**src/rtl/refdiv_pkg.sv**
```systemverilog
package refdiv_pkg;

    localparam int RATIO_W = 7;

    typedef logic [RATIO_W-1:0] ratio_t;

    typedef enum logic [1:0] {
        LVL_LOW   = 2'b00,
        LVL_FLOAT = 2'b01,
        LVL_HIGH  = 2'b10,
        LVL_BAD   = 2'b11
    } strap_lvl_e;

    typedef struct packed {
        logic   armed;
        ratio_t remain;
        ratio_t active;
    } div_state_t;

    // Strap pair to base ratio; any illegal code selects 32.
    function automatic ratio_t base_ratio(strap_lvl_e a, strap_lvl_e b);
        ratio_t r;
        if (a == LVL_BAD || b == LVL_BAD) begin
            r = ratio_t'(32);
        end else begin
            unique case (a)
                LVL_LOW:   r = (b == LVL_HIGH) ? ratio_t'(33) : (b == LVL_FLOAT) ? ratio_t'(36) : ratio_t'(48);
                LVL_FLOAT: r = (b == LVL_HIGH) ? ratio_t'(63) : (b == LVL_FLOAT) ? ratio_t'(65) : ratio_t'(64);
                default:   r = (b == LVL_HIGH) ? ratio_t'(32) : (b == LVL_FLOAT) ? ratio_t'(35) : ratio_t'(49);
            endcase
        end
        return r;
    endfunction

endpackage

```
**src/rtl/refdiv_select.sv**
```systemverilog
module refdiv_select
    import refdiv_pkg::*;
(
    input  logic [1:0] strap_a,
    input  logic [1:0] strap_b,
    input  logic       bump,
    output ratio_t     ratio_sel
);
    ratio_t base;

    always_comb begin
        base      = base_ratio(strap_lvl_e'(strap_a), strap_lvl_e'(strap_b));
        ratio_sel = base + ratio_t'(bump);
    end

    // decoded value is always a legal ratio or a legal ratio plus one
    always_comb begin
        a_r1_legal_ratio: assert (ratio_sel inside {7'd32, 7'd33, 7'd34, 7'd35, 7'd36, 7'd37,
                                                    7'd48, 7'd49, 7'd50, 7'd63, 7'd64,
                                                    7'd65, 7'd66})
            else $error("ratio decode out of set");
    end
endmodule

```
**src/rtl/refdiv_core.sv**
```systemverilog
module refdiv_core
    import refdiv_pkg::*;
(
    input  logic   clk,
    input  logic   rst,
    input  ratio_t ratio_sel,
    output logic   strobe,
    output ratio_t ratio_act
);
    div_state_t st;
    logic       wrap;

    assign wrap      = st.armed && (st.remain == '0);
    assign strobe    = wrap;
    assign ratio_act = st.active;

    always_ff @(posedge clk) begin
        if (rst) begin
            st <= '0;
        end else if (!st.armed || wrap) begin
            st.armed  <= 1'b1;
            st.remain <= ratio_sel - ratio_t'(1);
            st.active <= ratio_sel;
        end else begin
            st.remain <= st.remain - ratio_t'(1);
        end
    end

    a_r4_one_wide: assert property (@(posedge clk) disable iff (rst)
        wrap |=> !wrap)
        else $error("strobe wider than one cycle");

    a_r4_count_bound: assert property (@(posedge clk) disable iff (rst)
        st.armed |-> (st.remain < st.active))
        else $error("counter outside active ratio");

    a_r5_hold_between: assert property (@(posedge clk) disable iff (rst)
        (st.armed && !wrap) |=> $stable(st.active))
        else $error("ratio changed mid-period");

    a_r5_reload_take: assert property (@(posedge clk) disable iff (rst)
        wrap |=> (st.active == $past(ratio_sel)))
        else $error("reload did not take selected ratio");
endmodule

```
**src/rtl/refdiv_strap_top.sv**
```systemverilog
module refdiv_strap_top
    import refdiv_pkg::*;
#(
    parameter int RW = RATIO_W
) (
    input  logic          clk,
    input  logic          rst,
    input  logic [1:0]    strap_a,
    input  logic [1:0]    strap_b,
    input  logic          bump,
    output logic          cmp_strobe,
    output logic          test_tap,
    output logic [RW-1:0] ratio_now
);
    ratio_t sel_w;
    ratio_t act_w;
    logic   strobe_w;

    refdiv_select u_select (
        .strap_a   (strap_a),
        .strap_b   (strap_b),
        .bump      (bump),
        .ratio_sel (sel_w)
    );

    refdiv_core u_core (
        .clk       (clk),
        .rst       (rst),
        .ratio_sel (sel_w),
        .strobe    (strobe_w),
        .ratio_act (act_w)
    );

    assign cmp_strobe = strobe_w;
    assign test_tap   = strobe_w;
    assign ratio_now  = RW'(act_w);
endmodule

```
**config.mk**
```make
export PLATFORM = sky130hd
export DESIGN_NAME = refdiv_strap_top
export DESIGN_NICKNAME = d
export VERILOG_FILES = /design/src/rtl/refdiv_pkg.sv /design/src/rtl/refdiv_select.sv /design/src/rtl/refdiv_core.sv /design/src/rtl/refdiv_strap_top.sv
export SDC_FILE = /design/constraint.sdc
export NUM_CORES = 1
export LEC_CHECK = 0
export ABC_AREA = 1
export BUFFER_PORTS_ARGS = -buffer_cell sky130_fd_sc_hd__buf_2
export CAP_MARGIN = 5
export CORE_ASPECT_RATIO = 1.25
export CORE_MARGIN = 4
export CORE_UTILIZATION = 55
export CTS_BUF_LIST = sky130_fd_sc_hd__clkbuf_8
export DETAILED_ROUTE_END_ITERATION = 8
export PLACE_DENSITY = 0.78
export SETUP_SLACK_MARGIN = 0.4
export SLEW_MARGIN = 20
export SYNTH_ARGS = -nofsm -noshare
export SYNTH_HDL_FRONTEND = slang
export SYNTH_SLANG_ARGS = --single-unit
```
**constraint.sdc**
```tcl
create_clock -name clk -period 2.7 [get_ports clk]
set_clock_uncertainty 0.1 [all_clocks]
set_input_delay 0.54 -clock clk [delete_from_list [all_inputs] [get_ports clk]]
set_output_delay 0.54 -clock clk [all_outputs]
set_load 0.01 [all_outputs]
```
Word-level counts from Yosys, hierarchy flattened
Index checks and enable logic that the tools add are counted.
{ "word_totals": {"reg_bits": 15, "inputBits": 7, "word_cells": 26, "output_inout_bits": 9} }
{ "op_classes": {"n_eq_ne": 5, "muxes": 9, "n_addsub": 3, "reduce_logical": 6} }
{ "op_table": {"columns": ["cell", "n"], "rows": [
  ["$mux W7", 5],
  ["$pmux W7 S2", 1],
  ["$sub A7 B1 Y7 const B", 2],
  ["$mux W5", 2],
  ["$add A7 B1 Y7", 1],
  ["$logic_not A7 Y1", 1],
  ["$eq A2 B2 Y1 const B", 3],
  ["$eq A2 B1 Y1 const B", 2],
  ["$logic_not A2 Y1", 1],
  ["$logic_or A1 B1 Y1", 2],
  ["$logic_and A1 B1 Y1", 1],
  ["$logic_not A1 Y1", 1],
  ["$mux W1", 1]
]} }

Depth between registers and ports, before layout
{ "logic_depth": {"ltp_word": 8, "ltp_mapped": 17, "depth_no_buf": 17} }

Hierarchy
Synthesis repeated with hierarchy kept, for this count alone.
{ "hier_totals": {"cells_unflattened": 148, "hier_area_um2": 996.0} }
{ "by_module_without_submodules": {"columns": ["module", "n_inst", "cells_each", "area_each_um2", "seq_area_each_um2"], "rows": [
  ["refdiv_core", 1, 107, 765.7, 300.3],
  ["refdiv_select", 1, 40, 222.7, 0.0],
  ["refdiv_strap_top", 1, 1, 7.5, 0.0]
]} }

Least setup slack after synthesis
No wires, ideal clock.
{ "synth_path": {"kind": "in2reg", "start": "in strap_b[0]", "end": "reg u_core.st[13] (netlist bit)", "path_buffers": 0, "setup_time_ps": 110, "required_ps": 2490, "stages": 13, "arrival_ps": 2322, "setup_slack_ps": 168, "path_cell_list": "ha_1 -> a21oi_1 -> o31ai_1 -> a221oi_1 -> ha_1 -> ha_1 -> nand2_1 -> nand2_2 -> inv_1 -> ha_1 -> nand4_1 -> nand2_1 -> nor2_1"} }
{ "synth_via": {"elab_chain_len": 8, "word_cells_on_any_way": 15, "cone_classes": "2 x add/sub; 3 x eq/ne; 9 x mux; 1 x reduce/logical"} }
{ "synth_lines": {"columns": ["element", "line_no", "text"], "rows": [
  ["from (decl)", "refdiv_strap_top.sv:9", "input logic [1:0] strap_b,"],
  ["$eq A2 B1 Y1", "refdiv_pkg.sv:28, refdiv_pkg.sv:29", null],
  ["$mux W1 or $mux W5 (tied branches)", "refdiv_pkg.sv:28, refdiv_pkg.sv:29", null],
  ["$mux W7 (on tied branches)", "refdiv_pkg.sv:28, refdiv_pkg.sv:29", null],
  ["$pmux W7 S2", "refdiv_pkg.sv:26", "unique case (a)"],
  ["$mux W7 (*)", "refdiv_pkg.sv:23", "if (a == LVL_BAD || b == LVL_BAD) begin"],
  ["$add A7 B1 Y7 (*)", "refdiv_select.sv:13", "ratio_sel = base + ratio_t'(bump);"],
  ["via sel_w[1]", "refdiv_strap_top.sv:15", "ratio_t sel_w;"],
  ["$sub A7 B1 Y7 (*)", "refdiv_core.sv:22", "st.remain <= ratio_sel - ratio_t'(1);"],
  ["$mux W7 (*)", "refdiv_core.sv:20", "end else if (!st.armed || wrap) begin"],
  ["to (decl)", "refdiv_core.sv:10", "div_state_t st;"]
]} }
The timed path passes the listed nets; every way through them passes the cells marked *.
A chain may end at the register's enable or synchronous reset.

Worst setup path after layout
{ "layout_path": {"start": "in strap_b[1]", "end": "reg u_core.st[13] (netlist bit)"} }
The elaborated chain is that of the path after synthesis.

==> out/metrics.cfg <==
[routing]
remaining_drc_errors=0
iteration_0_drc_markers=17
antenna_violating_nets_remaining=0
mean_routed_wirelength_per_cell_um=12.8
dr_total_vias=898
drt-pass1-iter-count=4
avgViaCountPerCell=5.10
wirelength_mm=2.25

[setup_path]
timing.critical_path.slowest_cell_delay_ps=240
path_buf_inv=3
worstPathArrival_ps=2350
worst_path_cell_trace=buf_12 -> ha_4 -> a21oi_4 -> o31ai_4 -> a221oi_2 -> ha_2 -> ha_4 -> nand2_2 -> nand2_2 -> inv_2 -> ha_4 -> nand3_2 -> nand2_1 -> inv_1 -> nor2_1
critical_path.reg2reg.startpoint=u_core.st[8]$_SDFF_PP0_
critical_path_class=in -> reg
category_of_the_worst_setup_path_capture_point=register
reg2regPathDepth=12
worst-endpoint-required_ps=2790
setup.worst_path.start=strap_b[1]
crit_top_cell=sky130_fd_sc_hd__ha_4
critical_path.startpoint_type=input pin
setup.reg_to_reg.worst_slack_ps=830
r2r-end=u_core.st[13]$_SDFF_PP0_
worst_path_max_delay_cell=sky130_fd_sc_hd__ha_2
timing.critical_path.max_delay_family=adder cells
worstPathMaxFanout=6

[sta]
period_needed_ps=2270
final_critical_path_setup_slack_ps=435
final-setup-viol-count=0
layout_worst_path_cycle_share_pct=83.9
drv_slew=0
holdWs_ps=359
report.final.hold_viol_count=0
max_slew.worst_pin.slew_ps=312
timing.max_slew.rel_slack_pct=79.1
unrepaired_setup_endpoints_after_global_routing=yes
setup_tns_ps=0
fmax_mhz=441

[clock_tree]
clkLatencyLatePin_ps=250
clock_tree.buffer_depth=2
clock_sink_count=15
clk_pin_slew_ps=60
cts_buffers=3
post_cts_hold_buffer_count=0
cts_tree=yes
htree_num_levels=1
clock_tree.root_cell=sky130_fd_sc_hd__clkbuf_8

[cells_and_area]
seqCellArea_um2=300
areaGrowthSynthToFinish_pct=25.4
ant_diodes=0
layout_commonest_cell=sky130_fd_sc_hd__nand2_1
final_net_count=172
multi_input_comb_area_um2=677
layoutNonFillerInstCount=176
fill_cell_instance_count_of_the_final_layout=138
layout-drive-gt1-share_pct=36.3
final_standard_cell_utilization_of_the_core_pct=72.2
layout_common_cells=sky130_fd_sc_hd__nand2_1 (31), sky130_fd_sc_hd__inv_1 (16), sky130_fd_sc_hd__dfxtp_1 (15)

[worst_hold_path]
worst_hold_endpoint=u_core.ratio_act[3]$_SDFFE_PP0N_
worst_hold_startpoint=u_core.ratio_act[3]$_SDFFE_PP0N_
hold_depth=2
holdCritPathClass=reg -> reg

[run]
timing.max_cap.violations=0

[logic_synthesis]
postSynthCellCount=142
synth_nets=156
synth.yosys.seq_area_share_pct=29.9
synthesis.area_mm2=0.00100
ys_ff_latch=15
synth.distinct_cells=24
ys.warnings.count=0
postSynthAreaPerCell_um2=7.08

[die]
fp.dieW_um=46.2
die-area_mm2=0.00258
ioPinCount=16
core_area_mm2=0.00174
fp-row-count=17
initial_core_util_pct=57.6
chipHeight_um=55.8

[status]
outcome=finished, final reports clean

[power_and_ir_drop]
power.static_leakage_nw=0.606
cellPowerDensity_mw_per_mm2=665
vdd_drop_max_v=0.000417

[global_routing]
grt_first_pass_wirelength_mm=3.73
vias_in_the_first_global_route=859
grt_start_max_net_pins=14
grt_antenna_before_repair=0
grtUsageTotal_pct=19.2
gr-total-overflow=0

[placed_design]
gp_congestion=0.878
post-place-ws_ps=82.8
dpl.cell_count=168
port-buffer-count=15
dp_hpwl_mm=1.61

==> state kept, by name, indices dropped and copies added, names as in the netlist <==
name,cells
u_core.ratio_act,7
u_core.st,8
==> Yosys cell counts <==
library cell / number / area (µm²)
sky130_fd_sc_hd__a21oi_1: 11 / 55.1
sky130_fd_sc_hd__a221oi_1: 1 / 8.76
sky130_fd_sc_hd__buf_4: 8 / 60.1
sky130_fd_sc_hd__clkbuf_1: 1 / 3.75
sky130_fd_sc_hd__dfxtp_1: 15 / 300
sky130_fd_sc_hd__ha_1: 7 / 87.6
sky130_fd_sc_hd__inv_1: 18 / 67.6
sky130_fd_sc_hd__inv_2: 1 / 3.75
sky130_fd_sc_hd__inv_4: 1 / 6.26
sky130_fd_sc_hd__nand2_1: 34 / 128
sky130_fd_sc_hd__nand2_2: 5 / 31.3
sky130_fd_sc_hd__nand2_4: 1 / 11.3
sky130_fd_sc_hd__nand3_1: 7 / 35.0
sky130_fd_sc_hd__nand3_2: 3 / 30.0
sky130_fd_sc_hd__nand3b_1: 2 / 15.0
sky130_fd_sc_hd__nand4_1: 3 / 18.8
sky130_fd_sc_hd__nor2_1: 14 / 52.6
sky130_fd_sc_hd__nor2_2: 2 / 12.5
sky130_fd_sc_hd__nor2_4: 3 / 33.8
sky130_fd_sc_hd__o211ai_1: 1 / 7.51
sky130_fd_sc_hd__o21a_1: 1 / 7.51
sky130_fd_sc_hd__o21ai_0: 1 / 5.00
sky130_fd_sc_hd__o21ai_4: 1 / 16.3
sky130_fd_sc_hd__o31ai_1: 1 / 7.51
==> report_power, final <==
group          switching, mW  internal (mW)  total [mW]
Combinational          0.225          0.149       0.375
Clock                 0.0785          0.101       0.179
Sequential            0.0241          0.260       0.284
==> layer usage <==
layer	global-route usage, %	up-vias	routed length, µm
met3	3.88	6	68
met2	32.3	15	1200
met5	0	-	0
li1	-	474	-
met4	7.72	0	56
met1	22.4	403	924
==> kinds of logic (layout without fill, tap and decap cells) <==
group | count (synthesis) | after routing | synth area share (%)
AO/OA/AOI/OAI | 17 | 17 | 10.7
adder cells (fa/ha/maj) | 7 | 7 | 8.72
flip-flops | 15 | 15 | 29.9
AND/OR/NAND/NOR | 74 | 74 | 36.6
buffers and inverters | 29 | 44 | 14.1
==> worst max-delay path by stage <==
stage / endpoint / slack [ps] / cells past startpoint
global placement: u_core.st[12]$_SDFF_PP0_ / 150 / 17
detailed placement: u_core.st[13]$_SDFF_PP0_ / 80 / 17
global route: u_core.st[12]$_SDFF_PP0_ / 350 / 17
finish: u_core.st[13]$_SDFF_PP0_ / 430 / 15
floorplan: u_core.st[12]$_SDFF_PP0_ / 400 / 15
CTS: u_core.st[13]$_SDFF_PP0_ / 410 / 15
==> worst reg2reg max path, delay by kind of cell (launching register included) <==
| kind | cells | cell delay (ps) |
|---|---|---|
| and+or+nand+nor | 7 | 720 |
| adders and majority gates | 1 | 160 |
| DFF | 1 | 320 |
| AOI/OAI and AO/OA | 1 | 290 |
| buffers and inverters | 3 | 210 |
==> per-stage QoR <==
| step | total power [mW] | area (µm²) |
|---|---|---|
| detailed placement | 0.628 | 1130 |
| floorplan | 0.565 | 1080 |
| global placement | 0.620 | 1130 |
| CTS | 0.825 | 1210 |
| finish | 0.838 | 1260 |
| global route | 0.900 | 1260 |
==> area by class of cell <==
| cell class | instances | area share (%) |
|---|---|---|
| multi-input combinational | 98 | 53.7 |
| sequential | 15 | 23.8 |
| timing repair buffer | 20 | 10.6 |
| inverter | 20 | 6.36 |
| clock buffer | 3 | 3.28 |
| tap | 19 | 1.89 |
| clock inverter | 1 | 0.298 |
==> timing repair <==
item,4_1_cts,5_1_grt
endpoints found under the setup margin,4,5
gates resized for setup,5,10
gates cloned,0,0
pin swaps,9,12
setup buffers,3,1
Note: power is estimated with default switching activity, not from simulation.
